**src/rtl/hbdt_pkg.sv**
```systemverilog
package hbdt_pkg;

  // Sequencer phases. Only PH_HI_ON and PH_LO_ON drive a gate.
  typedef enum logic [2:0] {
    PH_IDLE    = 3'd0,
    PH_HI_ON   = 3'd1,
    PH_WAIT_LO = 3'd2,
    PH_LO_ON   = 3'd3,
    PH_WAIT_HI = 3'd4
  } phase_e;

  // Width needed to hold a count from 0 up to limit.
  function automatic int cnt_width(input int limit);
    int w;
    w = 1;
    while ((1 << w) <= limit) w++;
    return w;
  endfunction

  // Gate decode from phase.
  function automatic logic drives_hi(input phase_e ph);
    return (ph == PH_HI_ON);
  endfunction

  function automatic logic drives_lo(input phase_e ph);
    return (ph == PH_LO_ON);
  endfunction

  // True while the sequencer is waiting for a turn-on permission.
  function automatic logic is_wait(input phase_e ph);
    return (ph == PH_WAIT_LO) || (ph == PH_WAIT_HI);
  endfunction

endpackage

```
**src/rtl/hbdt_flag_sync.sv**
```systemverilog
module hbdt_flag_sync #(
  parameter int WIDTH  = 2,
  parameter int STAGES = 2
) (
  input  logic             clk,
  input  logic             rst_n,
  input  logic [WIDTH-1:0] raw_i,
  output logic [WIDTH-1:0] sync_o
);

  localparam int LAST = STAGES - 1;

  // One register chain per flag.
  for (genvar b = 0; b < WIDTH; b++) begin : g_flag
    logic [STAGES-1:0] chain_q;

    always_ff @(posedge clk or negedge rst_n) begin
      if (!rst_n) begin
        chain_q <= '0;
      end else begin
        chain_q[0] <= raw_i[b];
        for (int s = 1; s < STAGES; s++) begin
          chain_q[s] <= chain_q[s-1];
        end
      end
    end

    assign sync_o[b] = chain_q[LAST];
  end

endmodule

```
**src/rtl/hbdt_recirc_wd.sv**
```systemverilog
module hbdt_recirc_wd #(
  parameter int WD_CYCLES = 16
) (
  input  logic clk,
  input  logic rst_n,
  input  logic armed_i,   // sequencer is waiting for the low side
  output logic fire_o     // timeout reached: force the low side on
);

  localparam int CW = hbdt_pkg::cnt_width(WD_CYCLES);
  localparam logic [CW-1:0] LAST_CNT = CW'(WD_CYCLES - 1);

  logic [CW-1:0] cnt_q;
  logic [CW-1:0] cnt_d;
  logic          at_limit;

  assign at_limit = (cnt_q == LAST_CNT);
  assign fire_o   = armed_i && at_limit;

  // Count cycles spent armed, restart at zero whenever disarmed,
  // hold at the limit.
  always_comb begin
    if (!armed_i) begin
      cnt_d = '0;
    end else if (at_limit) begin
      cnt_d = cnt_q;
    end else begin
      cnt_d = cnt_q + CW'(1);
    end
  end

  always_ff @(posedge clk or negedge rst_n) begin
    if (!rst_n) begin
      cnt_q <= '0;
    end else begin
      cnt_q <= cnt_d;
    end
  end

endmodule

```
**src/rtl/hbdt_phase_fsm.sv**
```systemverilog
module hbdt_phase_fsm
  import hbdt_pkg::*;
(
  input  logic   clk,
  input  logic   rst_n,
  input  logic   run_en,
  input  logic   pwm_cmd,
  input  logic   sw_low_s,     // synchronized switch-node-low flag
  input  logic   lg_low_s,     // synchronized low-side-gate-low flag
  input  logic   wd_fire,      // recirculation watchdog timeout
  output phase_e phase_o,
  output logic   hi_en_o,
  output logic   lo_en_o
);

  phase_e phase_q;
  phase_e phase_d;
  logic   lo_permit;
  logic   hi_permit;

  assign lo_permit = sw_low_s || wd_fire;
  assign hi_permit = lg_low_s;

  always_comb begin
    phase_d = phase_q;
    if (!run_en) begin
      phase_d = PH_IDLE;
    end else begin
      unique case (phase_q)
        PH_IDLE: begin
          phase_d = pwm_cmd ? PH_WAIT_HI : PH_WAIT_LO;
        end
        PH_HI_ON: begin
          if (!pwm_cmd) phase_d = PH_WAIT_LO;
        end
        PH_WAIT_LO: begin
          // A reversal wins over a pending permission.
          if (pwm_cmd)        phase_d = PH_WAIT_HI;
          else if (lo_permit) phase_d = PH_LO_ON;
        end
        PH_LO_ON: begin
          if (pwm_cmd) phase_d = PH_WAIT_HI;
        end
        PH_WAIT_HI: begin
          if (!pwm_cmd)       phase_d = PH_WAIT_LO;
          else if (hi_permit) phase_d = PH_HI_ON;
        end
        default: phase_d = PH_IDLE;
      endcase
    end
  end

  always_ff @(posedge clk or negedge rst_n) begin
    if (!rst_n) begin
      phase_q <= PH_IDLE;
    end else begin
      phase_q <= phase_d;
    end
  end

  assign phase_o = phase_q;
  assign hi_en_o = drives_hi(phase_q);
  assign lo_en_o = drives_lo(phase_q);

endmodule

```
**src/rtl/halfbridge_dt_seq.sv**
```systemverilog
module halfbridge_dt_seq
  import hbdt_pkg::*;
#(
  parameter int WD_CYCLES   = 16,
  parameter int SYNC_STAGES = 2
) (
  input  logic clk,
  input  logic rst_n,
  input  logic run_en,
  input  logic pwm_cmd,
  input  logic sw_node_low_raw,
  input  logic lo_gate_low_raw,
  output logic hi_gate_en,
  output logic lo_gate_en
);

  localparam int NFLAGS = 2;
  localparam int F_SW   = 0;
  localparam int F_LG   = 1;

  // Named internal events, observed by the bound checker.
  logic [NFLAGS-1:0] flags_raw;
  logic [NFLAGS-1:0] flags_s;
  logic              sw_low_s;
  logic              lg_low_s;
  logic              wd_armed;
  logic              wd_fire;
  phase_e            phase;

  assign flags_raw[F_SW] = sw_node_low_raw;
  assign flags_raw[F_LG] = lo_gate_low_raw;
  assign sw_low_s        = flags_s[F_SW];
  assign lg_low_s        = flags_s[F_LG];
  assign wd_armed        = (phase == PH_WAIT_LO);

  hbdt_flag_sync #(
    .WIDTH  (NFLAGS),
    .STAGES (SYNC_STAGES)
  ) u_sync (
    .clk    (clk),
    .rst_n  (rst_n),
    .raw_i  (flags_raw),
    .sync_o (flags_s)
  );

  hbdt_recirc_wd #(
    .WD_CYCLES (WD_CYCLES)
  ) u_wd (
    .clk     (clk),
    .rst_n   (rst_n),
    .armed_i (wd_armed),
    .fire_o  (wd_fire)
  );

  hbdt_phase_fsm u_fsm (
    .clk      (clk),
    .rst_n    (rst_n),
    .run_en   (run_en),
    .pwm_cmd  (pwm_cmd),
    .sw_low_s (sw_low_s),
    .lg_low_s (lg_low_s),
    .wd_fire  (wd_fire),
    .phase_o  (phase),
    .hi_en_o  (hi_gate_en),
    .lo_en_o  (lo_gate_en)
  );

endmodule

```
**config.mk**
```make
export PLATFORM = sky130hd
export DESIGN_NAME = halfbridge_dt_seq
export DESIGN_NICKNAME = d
export VERILOG_FILES = /design/src/rtl/hbdt_pkg.sv /design/src/rtl/hbdt_flag_sync.sv /design/src/rtl/hbdt_recirc_wd.sv /design/src/rtl/hbdt_phase_fsm.sv /design/src/rtl/halfbridge_dt_seq.sv
export SDC_FILE = /design/constraint.sdc
export NUM_CORES = 1
export LEC_CHECK = 0
export BUFFER_PORTS_ARGS = -buffer_cell sky130_fd_sc_hd__clkbuf_2
export CORE_AREA = 2 2 39 41
export DETAILED_ROUTE_END_ITERATION = 10
export DIE_AREA = 0 0 41 43
export PLACE_DENSITY = 0.77
export REMOVE_ABC_BUFFERS = 1
export SLEW_MARGIN = 20
export SYNTH_ARGS = -nofsm -noshare
export SYNTH_HDL_FRONTEND = slang
export SYNTH_HIERARCHICAL = 1
export SYNTH_SLANG_ARGS = --single-unit
export TNS_END_PERCENT = 20
```
**constraint.sdc**
```tcl
create_clock -name clk -period 2 [get_ports clk]
set_input_delay 0.4 -clock clk [delete_from_list [all_inputs] [get_ports clk]]
set_output_delay 0.4 -clock clk [all_outputs]
set_load 0.02 [all_outputs]
```
Word level (Yosys, flattened, before mapping)
Index checks and enable logic that the tools add are counted.
- reductions and logical operators: 4
- muxes and demuxes: 11
- add/subtract/negate cells: 1
- equal/unequal tests: 10
- operators with widths (operator ; number):
    $mux W3 ; 8
    $pmux W3 S5 ; 1
    $mux W5 ; 2
    $eq A3 B2 Y1 const B ; 2
    $ne A3 B3 Y1 const B ; 2
    $add A5 B1 Y5 const B ; 1
    $eq A5 B4 Y1 const B ; 1
    $ne A4 B3 Y1 const B ; 1
    $ne A4 B4 Y1 const B ; 1
    $reduce_and A4 Y1 ; 1
    $eq A3 B1 Y1 const B ; 1
    $eq A3 B3 Y1 const B ; 1
    $logic_not A3 Y1 ; 1
    $ne A2 B2 Y1 const B ; 1
    $logic_and A1 B1 Y1 ; 1
    $logic_or A1 B1 Y1 ; 1
- logic and storage cells: 30
- bits in registers: 12

Logic depth before layout (Yosys ltp)
- depth after elaboration: 7
- gate-level depth with buffers: 9
- depth with buffers taken out: 8

Modules after synthesis
Netlist, hierarchy kept.
- modules (own cells, without submodules) (module ; cells each ; area an instance (µm²) ; seq. area each (µm²) ; times used):
    hbdt_recirc_wd ; 24 ; 284.0 ; 125.1 ; 1
    hbdt_phase_fsm ; 24 ; 209.0 ; 75.1 ; 1
    hbdt_flag_sync ; 6 ; 115.1 ; 100.1 ; 1
    halfbridge_dt_seq ; 1 ; 12.5 ; 0.0 ; 1

Worst setup path after synthesis
OpenSTA, ideal clock, no wires.
- kind: flip-flop to flip-flop
- start point: register u_wd.cnt_q[0]
- end point: register u_fsm.phase_q[0] (netlist: u_fsm/phase_o[0])
- required time: 1.880 ns
- clock period less this slack: 1.707 ns
- data arrival time: 1.587 ns
- path slack: 0.293 ns
- setup time: 0.120 ns
- stages on the path, launching flop included: 9
- buffers on the path: 1
- cell sequence: dfrtp_1 -> ha_1 -> and3_1 -> ha_1 -> buf_6 -> and2_1 -> nor2_1 -> o21ai_0 -> a31o_1
- longest elaborated chain between the ends: 5
- ends and longest elaborated chain (what ; RTL line ; source):
    start: declaration ; hbdt_recirc_wd.sv:13 ; logic [CW-1:0] cnt_q;
    start signal: assignment ; hbdt_recirc_wd.sv:36 ; cnt_q <= cnt_d;
    $eq A5 B4 Y1 ; hbdt_recirc_wd.sv:17 ; assign at_limit = (cnt_q == LAST_CNT);
    $logic_and A1 B1 Y1 ; hbdt_recirc_wd.sv:18 ; assign fire_o = armed_i && at_limit;
    net wd_fire ; halfbridge_dt_seq.sv:27 ; logic wd_fire;
    $logic_or A1 B1 Y1 ; hbdt_phase_fsm.sv:21 ; assign lo_permit = sw_low_s || wd_fire;
    $ne A4 B3 Y1 (no source line) ; n/a ;
    $reduce_and A4 Y1 (no source line) ; n/a ;
    end signal: assignment ; hbdt_phase_fsm.sv:57 ; phase_q <= phase_d;
    end: declaration ; hbdt_phase_fsm.sv:16 ; phase_e phase_q;
The timed path passes the listed nets, and every way through them passes these cells.
A chain may end at the register's enable or synchronous reset.

Final worst setup path
- start point: register u_wd.cnt_q[0]
- end point: register u_wd.cnt_q[3]
- longest elaborated chain between the ends: 3
- ends and longest elaborated chain (what ; RTL line ; source):
    $add A5 B1 Y5 ; hbdt_recirc_wd.sv:28 ; cnt_d = cnt_q + CW'(1);
    $mux W5 ; hbdt_recirc_wd.sv:25 ; end else if (at_limit) begin
    $mux W5 ; hbdt_recirc_wd.sv:23 ; if (!armed_i) begin
Parallel ways exist; a longest one is shown, timed or not. The select of a mux whose other input is x is not followed.

==> impl_metrics.yaml <==
run_status:
  status: "complete, no violations"
synthesis:
  combinational_family_with_the_most_area_after_synthesis: "simple AND/OR/NAND/NOR gates"
  synth-xor-area-share_pct: 4.23
  synth_cells: 55
  synth_area_um2: 621
  ys_types: 24
  yosysWarnings: 6
  ys_ff_latch: 12
  post_synth_mux_area_share_pct: 1.61
  synth_compound_gate_area_share_pct: 8.27
  post_synthesis_share_of_cell_area_spent_on_full_adders_half_adders_and_majority_gates_pct: 4.03
  syn_avg_cell_area_um2: 11.3
  post_synth_and_or_nand_nor_area_fraction_pct: 27.4
  synth.yosys.seq_area_share_pct: 48.4
global_routing:
  groute.usage.overall_pct: 12.7
  sum_of_overflow_across_all_layers_after_global_routing: 0
  global_route_wire_length_before_repair_mm: 1.46
  grt_start_max_net_pins: 13
  via_count_of_the_first_global_routing_pass: 370
  antenna_violations_before_repair: 0
floorplan:
  dieWidth_um: 41
  dieHeight_um: 43
  ioPinCount: 8
  start_util_pct: 44.8
  floorplan.rows: 14
  fp.dieArea_mm2: 0.00176
  placeableCoreArea_mm2: 0.00138
sta:
  finalWorstPathRequiredPeriod_ps: 1750
  timing_max_transition_violations_final: 0
  timing.setup.tns_ps: 0
  postLayoutSetupSlackWorst_ps: 249
  finClkSkew_ps: 0.770
  layout_worst_path_cycle_share_pct: 87.6
  hold_ws_ps: 232
  fmax_mhz: 571
  final-hold-violation-count: 0
  timing_worst_slew_pin_value_ps: 294
  setup_violators_final: 0
  maxSlewHeadroom_pct: 80.4
  rsz0062_at_grt: "no"
routing:
  postRouteAntennaNets: 0
  detail_route.iter0.violations: 6
  drt_first_pass_iters: 3
  route.detailed.drc: 0
  detailroute.via_count: 410
  routed_wl_um: 851
  vias_per_cell: 5.06
  wl_per_cell_um: 10.5
power_and_ir_drop:
  static_leakage_nw: 0.356
  power.density_mw_per_mm2: 698
  vdd.ir_drop.worst_uv: 458
setup_path:
  r2r_slack_ps: 250
  cp-startpoint: "u_wd/cnt_q[0]"
  critPathRequiredTime_ps: 2160
  end_point_of_the_critical_path: "u_wd/cnt_q[3]"
  timing.critical_path.slowest_stage_cell: "sky130_fd_sc_hd__dfrtp_1"
  worstSetupStartpointType: "register"
  critical_path.max_fanout: 5
  crit_path_frequent_cell: "sky130_fd_sc_hd__ha_1"
  setup.worst_path.class: "reg2reg"
  r2r_start: "u_wd/cnt_q[0]"
  timing.critical_path.arrival_ps: 1910
  cp_cell_sequence: "ha_1, and3_1, ha_1, buf_4, nand4b_4, xnor2_1, and2_1"
  crit-reg2reg-capture: "u_wd/cnt_q[3]"
  cp-end-kind: "register"
  depth_of_the_worst_register_to_register_path: 7
  critical_path.max_stage_delay_ps: 440
min_path:
  worst_hold_startpoint: "lo_gate_low_raw"
  worstHoldPathType: "in2reg"
finish:
  design.final.nets: 74
  post_route_cells_drive_above_1_share_pct: 24.6
  area.growth.synth_to_final_pct: 13.3
  antenna_diode_count: 0
  final_design_area_no_fill_um2: 703
  postLayoutCoreUtil_pct: 50.8
clock_network:
  ctsRootBufferMaster: "sky130_fd_sc_hd__clkbuf_4"
  buffer_levels_on_the_longest_clock_path: 2
  clock_tree_from_tritoncts: "built"
  htreeDepth: 1
  clock-sinks: 12
  numCtsBuffers: 3
  clkSlewWorstSetupHoldPaths_ps: 80
  clk-insertion-delay-late_ps: 270
flow_run:
  timing.max_cap.violations: 0
placement:
  placed_area_um2: 657
  dpl.hpwl_um: 629
  dpl_worst_slack_ps: 261
  io_buffer_count: 7
  finalWeightedCongestion: 0.706
==> placed cells by master (no fill, tap or decap), types with 3 or more instances in the layout <==
master,count
sky130_fd_sc_hd__xnor2_1,3
sky130_fd_sc_hd__clkbuf_2,7
sky130_fd_sc_hd__o21ai_1,3
sky130_fd_sc_hd__and2_1,7
sky130_fd_sc_hd__inv_1,3
sky130_fd_sc_hd__dfrtp_1,12
sky130_fd_sc_hd__clkbuf_4,3
sky130_fd_sc_hd__nor3b_2,3
==> metrics by stage <==
stage,std cells,power (W)
6_report,81,0.000491
3_3_place_gp,76,0.000303
3_5_place_dp,76,0.000304
4_1_cts,81,0.000499
2_1_floorplan,52,0.000287
5_1_grt,81,0.000522
==> worst min-delay path by stage <==
| stage | slack (ps) | cells past startpoint | end |
|---|---|---|---|
| floorplan | 100 | 0 | u_fsm/phase_o[0] |
| global placement | 300 | 1 | u_wd/cnt_q[1] |
| detailed placement | 300 | 1 | u_wd/cnt_q[1] |
| CTS | 220 | 1 | u_sync/g_flag[0].chain_q[0] |
| global route | 220 | 1 | u_sync/g_flag[1].chain_q[0] |
| finish | 230 | 1 | u_sync/g_flag[1].chain_q[0] |
==> cell type report <==
type / instances / area (um2)
fill: 124 / 681
inverter: 3 / 11.3
multi-input combinational: 37 / 283
sequential: 12 / 300
tap: 16 / 20.0
timing repair buffer: 9 / 52.6
clock buffer: 4 / 36.3
==> cells in the mapped netlist <==
cell / n / area share, %
sky130_fd_sc_hd__dfrtp_1: 12 / 48
sky130_fd_sc_hd__and2_1: 7 / 7.1
sky130_fd_sc_hd__inv_1: 3 / 1.8
sky130_fd_sc_hd__nor3b_2: 3 / 6.0
sky130_fd_sc_hd__o21ai_1: 3 / 2.4
sky130_fd_sc_hd__xnor2_1: 3 / 4.2
sky130_fd_sc_hd__a21oi_1: 2 / 1.6
sky130_fd_sc_hd__buf_4: 2 / 2.4
sky130_fd_sc_hd__ha_1: 2 / 4.0
sky130_fd_sc_hd__nand2_1: 2 / 1.2
sky130_fd_sc_hd__nor2b_1: 2 / 2.0
sky130_fd_sc_hd__o21ai_0: 2 / 1.6
sky130_fd_sc_hd__a31o_1: 1 / 1.4
sky130_fd_sc_hd__and2b_1: 1 / 1.2
sky130_fd_sc_hd__and3_1: 1 / 1.0
sky130_fd_sc_hd__and3b_1: 1 / 1.4
sky130_fd_sc_hd__buf_6: 1 / 1.8
sky130_fd_sc_hd__mux2i_1: 1 / 1.6
sky130_fd_sc_hd__nand2b_1: 1 / 1.0
sky130_fd_sc_hd__nand4b_4: 1 / 3.8
sky130_fd_sc_hd__nor2_1: 1 / 0.60
sky130_fd_sc_hd__nor3_1: 1 / 0.81
sky130_fd_sc_hd__nor3b_1: 1 / 1.2
sky130_fd_sc_hd__o211ai_1: 1 / 1.2
==> power by group <==
part | internal, W | leakage, nW | total [W] | switching [W]
logic | 0.0000189 | 0.180 | 0.0000375 | 0.0000186
registers | 0.000252 | 0.156 | 0.000263 | 0.0000111
clock network | 0.000111 | 0.0210 | 0.000190 | 0.0000798
total | 0.000381 | 0.356 | 0.000491 | 0.000109
==> metal layers <==
metal | GRT usage (%) | vias up | wire length (um)
met3 | 1.57 | 0 | 32
li1 | - | 205 | -
met4 | 10.0 | 0 | 0
met2 | 17.8 | 7 | 409
met5 | 0 | - | 0
met1 | 16.7 | 198 | 409
==> what timing repair did <==
| action | in CTS | in global routing |
|---|---|---|
| buffers inserted | 0 | 0 |
| resized for setup | 0 | 0 |
| hold endpoints to repair | 11 | 0 |
| hold buffers | 1 | 0 |
==> critical path, delay by kind of cell, from the launching register on <==
| family | cells | cell delay [ps] |
|---|---|---|
| xor gates and xnor gates | 1 | 130 |
| DFF | 1 | 440 |
| adders and majority gates | 2 | 430 |
| buffers and inverters | 1 | 160 |
| and+or+nand+nor | 3 | 490 |
==> sequential cells by signal, summed over array words and instances (netlist names) <==
signal	flops
u_wd/cnt_q	5
u_sync/g_flag.chain_q	4
u_fsm/phase_o	3
==> cells by family (layout without fill, tap and decap cells) <==
| group | after synthesis | after routing |
|---|---|---|
| mux | 1 | 1 |
| flops | 12 | 12 |
| xor+xnor | 3 | 3 |
| simple gates | 22 | 22 |
| fa+ha+maj | 2 | 2 |
| compound gates | 9 | 9 |
| buf+inv | 6 | 16 |
(Power assumes the default switching activity.)
